**src/rtl/vid_rx_pkg.sv**
```systemverilog
package vid_rx_pkg;
  localparam int unsigned CODE_W  = 6;
  localparam int unsigned PIN_W   = 4;
  localparam int unsigned HALF_W  = 3;
  localparam int unsigned SEL_IDX = 3;
  typedef logic [CODE_W-1:0] code_t;
  typedef logic [PIN_W-1:0]  pins_t;
endpackage

```
**src/rtl/vid_sync.sv**
```systemverilog
module vid_sync #(
  parameter int unsigned W = 4
) (
  input  logic         clk_i,
  input  logic         rst_ni,
  input  logic [W-1:0] d_i,
  output logic [W-1:0] q_o
);
  for (genvar i = 0; i < W; i++) begin : g_bit
    logic [1:0] st_q;
    always_ff @(posedge clk_i or negedge rst_ni) begin
      if (!rst_ni) st_q <= '0;
      else         st_q <= {st_q[0], d_i[i]};
    end
    assign q_o[i] = st_q[1];
  end
endmodule

```
**src/rtl/vid_lockout.sv**
```systemverilog
module vid_lockout #(
  parameter int unsigned LOCK_W = 16,
  parameter int unsigned MS_CYC = 250000
) (
  input  logic              clk_i,
  input  logic              rst_ni,
  input  logic              ramp_done_i,
  input  logic [LOCK_W-1:0] lockout_i,
  output logic              live_o
);
  localparam int unsigned SUB_W = (MS_CYC > 1) ? $clog2(MS_CYC) : 1;

  logic              armed_q;
  logic [LOCK_W-2:0] ms_q;
  logic [SUB_W-1:0]  sub_q;
  logic              always_live;

  assign always_live = lockout_i[LOCK_W-1];

  always_ff @(posedge clk_i or negedge rst_ni) begin
    if (!rst_ni) begin
      armed_q <= 1'b0;
      ms_q    <= '0;
      sub_q   <= '0;
    end else if (!ramp_done_i) begin
      armed_q <= 1'b0;
      ms_q    <= '0;
      sub_q   <= '0;
    end else if (!armed_q) begin
      armed_q <= 1'b1;
      ms_q    <= always_live ? '0 : lockout_i[LOCK_W-2:0];
      sub_q   <= '0;
    end else if (ms_q != '0) begin
      if (sub_q == SUB_W'(MS_CYC - 1)) begin
        sub_q <= '0;
        ms_q  <= ms_q - 1'b1;
      end else begin
        sub_q <= sub_q + 1'b1;
      end
    end
  end

  assign live_o = always_live | (armed_q & (ms_q == '0));


  closed_chk: assert property (@(posedge clk_i) disable iff (!rst_ni)
    (!$past(ramp_done_i) && !lockout_i[LOCK_W-1]) |-> !live_o);

  open_chk: assert property (@(posedge clk_i) disable iff (!rst_ni)
    ($rose(live_o) && !lockout_i[LOCK_W-1]) |-> $past(ramp_done_i));
endmodule

```
**src/rtl/vid_capture.sv**
```systemverilog
module vid_capture
  import vid_rx_pkg::*;
#(
  parameter int unsigned POLL_CYC = 100000,
  parameter int unsigned CALC_CYC = 12500
) (
  input  logic  clk_i,
  input  logic  rst_ni,
  input  logic  mode6_i,
  input  logic  live_i,
  input  pins_t pins_i,
  output logic  cand_vld_o,
  output code_t cand_o
);
  localparam int unsigned PW = (POLL_CYC > 1) ? $clog2(POLL_CYC) : 1;
  localparam int unsigned CW = (CALC_CYC > 1) ? $clog2(CALC_CYC) : 1;

  logic [PW-1:0]     poll_q;
  logic [CW-1:0]     cnt_q;
  logic              tick, fall, rise;
  logic              sel_q, pend_q, vld_q;
  logic [HALF_W-1:0] lo_q, hi_q;
  pins_t             samp_q;
  code_t             cand_q;

  assign tick = (poll_q == PW'(POLL_CYC - 1));
  assign fall = sel_q & ~pins_i[SEL_IDX];
  assign rise = ~sel_q & pins_i[SEL_IDX];

  always_ff @(posedge clk_i or negedge rst_ni) begin
    if (!rst_ni) begin
      poll_q <= '0;
      cnt_q  <= '0;
      sel_q  <= 1'b0;
      pend_q <= 1'b0;
      vld_q  <= 1'b0;
      lo_q   <= '0;
      hi_q   <= '0;
      samp_q <= '0;
      cand_q <= '0;
    end else begin
      vld_q  <= 1'b0;
      sel_q  <= pins_i[SEL_IDX];
      poll_q <= tick ? '0 : poll_q + 1'b1;
      if (tick) begin
        samp_q <= pins_i;
        // two matching polls in a row
        if (!mode6_i && live_i && (pins_i == samp_q)) begin
          vld_q  <= 1'b1;
          cand_q <= code_t'(pins_i);
        end
      end
      if (pend_q) begin
        if (cnt_q == CW'(CALC_CYC - 1)) begin
          pend_q <= 1'b0;
          if (live_i) begin
            vld_q  <= 1'b1;
            cand_q <= {hi_q, lo_q};
          end
        end else begin
          cnt_q <= cnt_q + 1'b1;
        end
      end
      if (mode6_i && live_i) begin
        if (fall) lo_q <= pins_i[HALF_W-1:0];
        if (rise) begin
          hi_q   <= pins_i[HALF_W-1:0];
          pend_q <= 1'b1;
          cnt_q  <= '0;
        end
      end
    end
  end

  assign cand_vld_o = vld_q;
  assign cand_o     = cand_q;


  gated_chk: assert property (@(posedge clk_i) disable iff (!rst_ni)
    vld_q |-> $past(live_i));

  rise_chk: assert property (@(posedge clk_i) disable iff (!rst_ni)
    $rose(pend_q) |-> $past(pins_i[SEL_IDX]));
endmodule

```
**src/rtl/vid_setpoint.sv**
```systemverilog
module vid_setpoint
  import vid_rx_pkg::*;
#(
  parameter int unsigned SP_W = 16
) (
  input  code_t            code_i,
  input  logic             mode6_i,
  input  logic [SP_W-1:0]  low_i,
  input  logic [SP_W-1:0]  high_i,
  output logic [SP_W-1:0]  sp_o
);
  localparam int unsigned PROD_W = SP_W + CODE_W;

  logic [SP_W-1:0]   span;
  logic [PROD_W-1:0] prod;
  logic [PROD_W-1:0] quot [2];

  assign span = high_i - low_i;
  assign prod = PROD_W'(code_i) * PROD_W'(span);

  // constant divisors per format: 2^4-1 and 2^6-1
  for (genvar m = 0; m < 2; m++) begin : g_div
    assign quot[m] = prod / PROD_W'((1 << (4 + 2 * m)) - 1);
  end

  assign sp_o = low_i + quot[mode6_i][SP_W-1:0];
endmodule

```
**src/rtl/vid_par_rx.sv**
```systemverilog
module vid_par_rx
  import vid_rx_pkg::*;
#(
  parameter int unsigned SP_W     = 16,
  parameter int unsigned LOCK_W   = 16,
  parameter int unsigned POLL_CYC = 100000,
  parameter int unsigned MS_CYC   = 250000,
  parameter int unsigned CALC_CYC = 12500
) (
  input  logic              clk_i,
  input  logic              rst_ni,
  input  logic              mode6_i,
  input  logic              ramp_done_i,
  input  logic [LOCK_W-1:0] lockout_ms_i,
  input  logic [SP_W-1:0]   v_low_i,
  input  logic [SP_W-1:0]   v_high_i,
  input  logic [3:0]        vid_pins_i,
  output logic              live_o,
  output logic [5:0]        code_o,
  output logic [SP_W-1:0]   setpoint_o,
  output logic              setpoint_stb_o
);
  pins_t           pins_s;
  logic            live;
  logic            cand_vld;
  code_t           cand;
  logic [SP_W-1:0] sp_calc;
  logic            have_q, stb_q;
  code_t           code_q;
  logic [SP_W-1:0] sp_q;

  vid_sync #(.W(PIN_W)) u_sync (
    .clk_i (clk_i),
    .rst_ni(rst_ni),
    .d_i   (vid_pins_i),
    .q_o   (pins_s)
  );

  vid_lockout #(.LOCK_W(LOCK_W), .MS_CYC(MS_CYC)) u_lock (
    .clk_i      (clk_i),
    .rst_ni     (rst_ni),
    .ramp_done_i(ramp_done_i),
    .lockout_i  (lockout_ms_i),
    .live_o     (live)
  );

  vid_capture #(.POLL_CYC(POLL_CYC), .CALC_CYC(CALC_CYC)) u_cap (
    .clk_i     (clk_i),
    .rst_ni    (rst_ni),
    .mode6_i   (mode6_i),
    .live_i    (live),
    .pins_i    (pins_s),
    .cand_vld_o(cand_vld),
    .cand_o    (cand)
  );

  vid_setpoint #(.SP_W(SP_W)) u_sp (
    .code_i (cand),
    .mode6_i(mode6_i),
    .low_i  (v_low_i),
    .high_i (v_high_i),
    .sp_o   (sp_calc)
  );

  always_ff @(posedge clk_i or negedge rst_ni) begin
    if (!rst_ni) begin
      have_q <= 1'b0;
      stb_q  <= 1'b0;
      code_q <= '0;
      sp_q   <= '0;
    end else begin
      stb_q <= 1'b0;
      if (cand_vld && (!have_q || (cand != code_q))) begin
        have_q <= 1'b1;
        code_q <= cand;
        sp_q   <= sp_calc;
        stb_q  <= 1'b1;
      end
    end
  end

  assign live_o         = live;
  assign code_o         = code_q;
  assign setpoint_o     = sp_q;
  assign setpoint_stb_o = stb_q;


  hold_chk: assert property (@(posedge clk_i) disable iff (!rst_ni)
    !setpoint_stb_o |-> ($stable(setpoint_o) && $stable(code_o)));

  strobe_src_chk: assert property (@(posedge clk_i) disable iff (!rst_ni)
    setpoint_stb_o |-> $past(cand_vld));
endmodule

```
**config.mk**
```make
export PLATFORM = sky130hd
export DESIGN_NAME = vid_par_rx
export DESIGN_NICKNAME = d
export VERILOG_FILES = /design/src/rtl/vid_rx_pkg.sv /design/src/rtl/vid_sync.sv /design/src/rtl/vid_lockout.sv /design/src/rtl/vid_capture.sv /design/src/rtl/vid_setpoint.sv /design/src/rtl/vid_par_rx.sv
export SDC_FILE = /design/constraint.sdc
export NUM_CORES = 1
export LEC_CHECK = 0
export ABC_CLOCK_PERIOD_IN_PS = 104900
export BUFFER_PORTS_ARGS = -buffer_cell sky130_fd_sc_hd__buf_2
export CAP_MARGIN = 20
export CORE_ASPECT_RATIO = 0.5
export CORE_UTILIZATION = 53
export DETAILED_ROUTE_END_ITERATION = 10
export PLACE_DENSITY = 0.7
export SYNTH_ARGS = -nofsm -noshare
export SYNTH_HDL_FRONTEND = slang
export SYNTH_SLANG_ARGS = --single-unit
```
**constraint.sdc**
```tcl
create_clock -name clk_i -period 104.9 [get_ports clk_i]
set_input_delay 20.98 -clock clk_i [delete_from_list [all_inputs] [get_ports clk_i]]
set_output_delay 20.98 -clock clk_i [all_outputs]
set_load 0.005 [all_outputs]
```
==> results of run 1 <==
stage by stage:
step | cell area [sq um] | setup slack [ns] | utilization | hold WS [ns] | power (uW)
2_1_floorplan | 17100 | 46.30 | - | 0.331 | 63.5
3_3_place_gp | 17800 | 42.44 | 0.563 | 0.332 | 69.6
3_5_place_dp | 17900 | 41.20 | 0.563 | 0.338 | 69.9
4_1_cts | 18400 | 41.58 | 0.581 | 0.351 | 127
5_1_grt | 18400 | 37.51 | 0.581 | 0.362 | 132
6_report | 18400 | 41.12 | 0.581 | 0.351 | 126
flip-flops by register name, indices dropped and copies added, names as in the netlist, 6 cells and up:
| name | cells |
|---|---|
| u_cap.cnt_q | 14 |
| u_lock.sub_q | 18 |
| setpoint_o | 16 |
| u_lock.ms_q | 15 |
| u_sync.g_bit.st_q | 8 |
| u_cap.cand_o | 6 |
| code_o | 6 |
| u_cap.poll_q | 17 |
worst min-delay path by stage:
| stage | depth (start not counted) | slack, ns | end | startpoint |
|---|---|---|---|---|
| global placement | 0 | 0.33 | u_sync.g_bit[1].st_q[1]$_DFF_PN0_ | u_sync.g_bit[1].st_q[0]$_DFF_PN0_ |
| CTS | 0 | 0.35 | u_sync.g_bit[1].st_q[1]$_DFF_PN0_ | u_sync.g_bit[1].st_q[0]$_DFF_PN0_ |
| detailed placement | 0 | 0.34 | u_sync.g_bit[1].st_q[1]$_DFF_PN0_ | u_sync.g_bit[1].st_q[0]$_DFF_PN0_ |
| global route | 0 | 0.36 | u_sync.g_bit[0].st_q[1]$_DFF_PN0_ | u_sync.g_bit[0].st_q[0]$_DFF_PN0_ |
| finish | 0 | 0.35 | u_sync.g_bit[1].st_q[1]$_DFF_PN0_ | u_sync.g_bit[1].st_q[0]$_DFF_PN0_ |
| floorplan | 0 | 0.33 | u_sync.g_bit[0].st_q[1]$_DFF_PN0_ | u_sync.g_bit[0].st_q[0]$_DFF_PN0_ |
report_power, final:
| part | switching, uW | internal (uW) |
|---|---|---|
| combinational | 11.7 | 7.88 |
| clock | 23.6 | 32.8 |
| sequential | 2.44 | 47.3 |
| total | 37.7 | 88.0 |
logic make-up after synthesis:
| family | after synthesis |
|---|---|
| AOI/OAI and AO/OA | 524 |
| xor gates and xnor gates | 185 |
| adders and majority gates | 166 |
| buffers and inverters | 213 |
| DFF | 116 |
| muxes | 47 |
| and+or+nand+nor | 892 |
synthesized netlist by cell type (16+ instances only):
library cell	number
nand2_1	204
a21oi_1	81
buf_2	16
a21o_1	49
mux2i_1	16
nand3_1	68
nand2b_1	26
o21bai_1	16
or3_1	21
dfrtp_1	116
nor3_1	51
fa_1	59
o21ai_0	101
xor2_1	83
nor4_1	20
nand4_1	50
xnor2_1	99
a31oi_1	29
and2_1	109
o211ai_1	17
a211oi_1	16
nor2_1	169
clkbuf_1	43
mux2_2	27
inv_1	147
and3_1	40
ha_1	101
or4_1	17
layout make-up:
cell class	instances	area [sq um]	area share
clock buffer	22	484	0.0263
clock inverter	9	71.3	0.00387
inverter	150	563	0.0306
multi-input combinational	1814	13400	0.728
sequential	116	2900	0.158
tap	432	541	0.0294
timing repair buffer	86	444	0.0241
layer usage:
| layer | track usage | wire length (um) | vias up |
|---|---|---|---|
| met2 | 0.471 | 20900 | 428 |
| met4 | 0.0807 | 963 | 0 |
| li1 | - | - | 7893 |
| met3 | 0.0288 | 2050 | 53 |
| met1 | 0.371 | 20700 | 7682 |
| met5 | 0 | 0 | - |
worst max-delay path, delay by kind of cell:
kind / cells / cell delay [ns]
AOI/OAI and AO/OA: 67 / 16.19
and+or+nand+nor: 70 / 13.49
adders and majority gates: 27 / 8.95
muxes: 4 / 1.30
xor gates and xnor gates: 12 / 2.05
buffers and inverters: 12 / 1.02
==> flow_metrics.py, run 1 <==
metrics = {
    "run_status": {
        "run_status": "finished clean",
    },
    "detailed_routing": {
        "drtAntennaViolNets": 0,
        "drtIter0Drc": 1271,
        "wl_per_cell_um": 17.0,
        "drtPass1Iterations": 6,
        "drc": 0,
        "vias_per_cell": 6.11,
        "vias": 16100,
        "drt_wl_total_um": 44600,
    },
    "synthesis": {
        "synth_area_sq_mm": 0.0171,
        "synthesis.nets": 2359,
        "yosys-top-cells-area": "dfrtp_1 17%, ha_1 7.4%, fa_1 6.9%",
        "synth_compound_area_frac": 0.225,
        "synthAdderAreaFrac": 0.146,
        "synth_seq_area_share": 0.169,
        "synth_top_area_share": 0.169,
        "synth_top_flop_cell": "dfrtp_1",
        "async_flop_share": 1.00,
        "synth_edf_count": 0,
        "synth_seq_cells": 116,
        "synth_top_family_by_area": "simple AND/OR/NAND/NOR gates",
        "synth_top_area_cell": "dfrtp_1",
        "synth.distinct_cells": 124,
        "syn_inst": 2143,
        "syn_area_per_cell_sq_um": 7.99,
        "synth-simple-area-share": 0.284,
        "synth_xor_area_frac": 0.0963,
        "ys_warn_count": 0,
        "synthMuxAreaShare": 0.0304,
    },
    "clock_tree": {
        "hold_buffers": 0,
        "postCtsSetupRepairBufs": 0,
        "max-clock-path-buffers": 2,
        "post_cts_resized": 0,
        "cts-buffers-inserted": 17,
        "clk_pin_slew_ns": 0.07,
        "tritoncts": "built",
        "clkLatencyLatePin_ns": 0.44,
        "cts-htree-levels": 4,
        "root_buffer": "clkbuf_16",
        "numClockSinks": 116,
    },
    "floorplan": {
        "io_pins": 80,
        "start_util": 0.540,
        "rows": 46,
        "die_x_um": 256,
        "core_sq_mm": 0.0317,
        "dieArea_sq_mm": 0.0331,
        "die_h_um": 129,
    },
    "setup_path": {
        "critical_path_class": "in2reg",
        "startpoint": "v_low_i[1]",
        "cp_data_arrival_time_ns": 64.10,
        "ff2ff_path_depth": 173,
        "start_kind": "input pin",
        "worstPathRequired_ns": 105.22,
        "crit_top_cell": "ha_1",
        "setup.worst_path.end": "setpoint_o[15]$_DFFE_PN0P_",
        "critPathMaxStageDelay_ns": 0.57,
        "r2r_start": "u_cap.cand_o[3]$_DFF_PN0_",
        "slowest_stage": "or4_1",
        "ff2ff_setup_slack_ns": 63.74,
        "reg2reg_to": "setpoint_o[15]$_DFFE_PN0P_",
        "crit_path_max_fanout": 15,
        "cp-end-kind": "register",
    },
    "layout": {
        "fin_cells": 2629,
        "syn_to_final_growth_pct": 7.49,
        "nets": 2401,
        "final_cell_mix": "204 x nand2_1, 169 x nor2_1, 147 x inv_1, 116 x dfrtp_1, 109 x and2_1",
        "mostFrequentLayoutCell": "nand2_1",
        "drive_gt1_frac": 0.108,
        "n_fill_cell": 2987,
        "diodes": 0,
    },
    "placement": {
        "numPortBuffers": 79,
        "gp_congestion": 0.969,
        "hpwl_um": 35100,
        "dpl.cell_count": 2598,
    },
    "timing": {
        "maxSlewHeadroom": 0.326,
        "post-route-min-period_ns": 63.78,
        "fin_tns_setup_ns": 0,
        "rsz0062_at_grt": "false",
        "hold_violations": 0,
        "finalSetupViolations": 0,
        "finalMaxSlewViolations": 0,
        "fmax_mhz": 15.7,
        "tightestPinTransition_ns": 1.01,
        "post-route-period-util": 0.608,
        "skew_ns": 0.0160,
    },
    "job": {
        "max_cap_viol_count": 0,
    },
    "global_routing": {
        "grt_overflow_total": 0,
        "grt_max_degree": 68,
        "grt.total_usage": 0.275,
        "antenna_found_initial": 0,
        "grt_pass1_wl_um": 75700,
        "first_global_vias": 15200,
    },
    "power": {
        "vdd_ir_drop_max_mv": 0.0113,
        "power_density_mw_per_mm2": 6.82,
        "p_leak_uw": 0.00868,
    },
    "min_path": {
        "hp-class": "reg2reg",
    },
}
Note: power is estimated with default switching activity, not from simulation.
==> run 2, diff against run 1 <==
Settings changed: ABC_CLOCK_PERIOD_IN_PS 104900 to 59900.
Clock period 104.9 ns to 59.9 ns, I/O delays scaled along.
==> run 2 against run 1 <==
Against the previous run: non-clock buffer count is the same; design area up 0.27%; sequential share of layout area barely moved; first-iteration DRC count decreased by 6.5%; critical path type unchanged; clock skew up 0.0012 ns; utilization grew 0.15 points; largest cell class unchanged.
==> flow_metrics.py, run 2 (synthesis gave the netlist of run 1 again) <==
metrics = {
    "detailed_routing": {
        "wl_per_cell_um": 17.0,
        "drtPass1Iterations": 5,
        "vias_per_cell": 6.14,
        "drt_wl_total_um": 44700,
        "drtIter0Drc": 1188,
        "drc": 0,
        "vias": 16100,
        "drtAntennaViolNets": 0,
    },
    "timing": {
        "tightestPinTransition_ns": 1.05,
        "rsz0062_at_grt": "false",
        "post-route-min-period_ns": 54.80,
        "fmax_mhz": 18.2,
        "skew_ns": 0.0172,
        "fin_tns_setup_ns": 0,
        "post-route-period-util": 0.915,
        "hold_violations": 0,
        "finalSetupViolations": 0,
        "maxSlewHeadroom": 0.298,
        "finalMaxSlewViolations": 0,
    },
    "setup_path": {
        "crit_path_max_fanout": 15,
        "start_kind": "input pin",
        "critPathMaxStageDelay_ns": 0.58,
        "reg2reg_to": "setpoint_o[15]$_DFFE_PN0P_",
        "critPathBufInv": 11,
        "ff2ff_path_depth": 171,
        "slowest_stage": "or4_1",
        "cp-end-kind": "register",
        "worstPathRequired_ns": 60.20,
        "r2r_start": "u_cap.cand_o[4]$_DFF_PN0_",
        "crit_top_cell": "ha_1",
        "ff2ff_setup_slack_ns": 18.69,
        "cp_data_arrival_time_ns": 55.10,
        "crit_family": "compound AO/OA/AOI/OAI gates",
        "critical_path_class": "in2reg",
    },
    "job": {
        "max_cap_viol_count": 0,
    },
    "clock_tree": {
        "max-clock-path-buffers": 2,
        "numClockSinks": 116,
        "clk_pin_slew_ns": 0.06,
        "cts-htree-levels": 4,
        "root_buffer": "clkbuf_16",
        "hold_buffers": 0,
        "clkLatencyLatePin_ns": 0.44,
        "postCtsSetupRepairBufs": 0,
        "cts-buffers-inserted": 17,
        "tritoncts": "built",
        "post_cts_resized": 0,
    },
    "floorplan": {
        "dieArea_sq_mm": 0.0331,
        "rows": 46,
        "start_util": 0.540,
        "core_sq_mm": 0.0317,
        "io_pins": 80,
        "die_h_um": 129,
        "die_x_um": 256,
    },
    "placement": {
        "hpwl_um": 35300,
        "numPortBuffers": 79,
        "gp_congestion": 0.967,
        "post_dp_cell_area_sq_mm": 0.0179,
    },
    "global_routing": {
        "first_global_vias": 15300,
        "grt_pass1_wl_um": 75200,
        "antenna_found_initial": 0,
        "grt.total_usage": 0.274,
        "grt_overflow_total": 0,
        "grt_max_degree": 68,
    },
    "layout": {
        "syn_to_final_growth_pct": 7.77,
        "drive_gt1_frac": 0.108,
        "nets": 2401,
        "register_area_sq_mm": 0.00290,
        "fin_area_sq_mm": 0.0185,
        "n_fill_cell": 2958,
        "multiInputGateArea_sq_mm": 0.0134,
        "diodes": 0,
        "largest_reg_flops": 18,
        "top_register": "u_lock.sub_q",
        "final_cell_mix": "204 x nand2_1, 169 x nor2_1, 147 x inv_1, 116 x dfrtp_1, 109 x and2_1",
        "mostFrequentLayoutCell": "nand2_1",
    },
    "min_path": {
        "hold_end": "u_sync.g_bit[0].st_q[1]$_DFF_PN0_",
        "hold_start": "u_sync.g_bit[0].st_q[0]$_DFF_PN0_",
        "hp-class": "reg2reg",
        "min_path_cells": 0,
    },
    "power": {
        "p_leak_uw": 0.00870,
        "power_density_mw_per_mm2": 12.3,
        "vdd_ir_drop_max_mv": 0.0160,
    },
    "run_status": {
        "run_status": "finished clean",
    },
}
-- run 2: worst reg2reg max path, delay by kind of cell (launching register included) --
| family | cells | cell delay [ns] |
|---|---|---|
| and+or+nand+nor | 64 | 12.74 |
| AOI/OAI and AO/OA | 56 | 14.56 |
| DFF | 1 | 0.75 |
| buffers and inverters | 9 | 0.80 |
| xor gates and xnor gates | 12 | 2.06 |
| muxes | 4 | 1.30 |
| adders and majority gates | 26 | 8.93 |
-- run 2: per-layer routing --
layer | vias to the layer above | global-route usage | routed length (um)
met2 | 475 | 0.474 | 20800
met1 | 7700 | 0.358 | 20600
met4 | 0 | 0.0972 | 1270
met5 | - | 0 | 0
li1 | 7895 | - | -
met3 | 74 | 0.0307 | 2060
-- run 2: area by class of cell --
class                   instances  area share
multi-input cells            1814       0.726
flip-flops and latches        116       0.157
inverters                     150      0.0305
well taps                     432      0.0293
repair buffers                 86      0.0241
clock buffers                  18      0.0232
clock inverters                14     0.00949
-- run 2: where the power goes --
group,total [uW],switching [uW],internal (uW)
registers,87.2,4.43,82.8
clock network,106,40.5,65.8
logic,34.3,20.5,13.8
-- run 2: how the worst max path moves through the flow --
stage	from	to	slack (ns)	depth (start not counted)
3_5_place_dp	v_low_i[1]	setpoint_o[15]$_DFFE_PN0P_	5.15	192
2_1_floorplan	v_low_i[1]	setpoint_o[15]$_DFFE_PN0P_	10.30	199
6_report	v_low_i[1]	setpoint_o[15]$_DFFE_PN0P_	5.10	190
5_1_grt	v_low_i[1]	setpoint_o[15]$_DFFE_PN0P_	1.58	195
4_1_cts	v_low_i[1]	setpoint_o[15]$_DFFE_PN0P_	5.52	194
3_3_place_gp	v_low_i[1]	setpoint_o[15]$_DFFE_PN0P_	6.42	186
-- run 2: per-stage QoR --
step / hold WS (ns) / std cells / utilization / total power, uW / worst slack, ns
floorplan: 0.331 / 2143 / - / 111 / 10.30
global placement: 0.332 / 2596 / 0.563 / 122 / 6.42
detailed placement: 0.340 / 2598 / 0.563 / 123 / 5.15
CTS: 0.351 / 2630 / 0.582 / 230 / 5.52
global route: 0.358 / 2630 / 0.582 / 238 / 1.58
finish: 0.350 / 2630 / 0.582 / 228 / 5.10
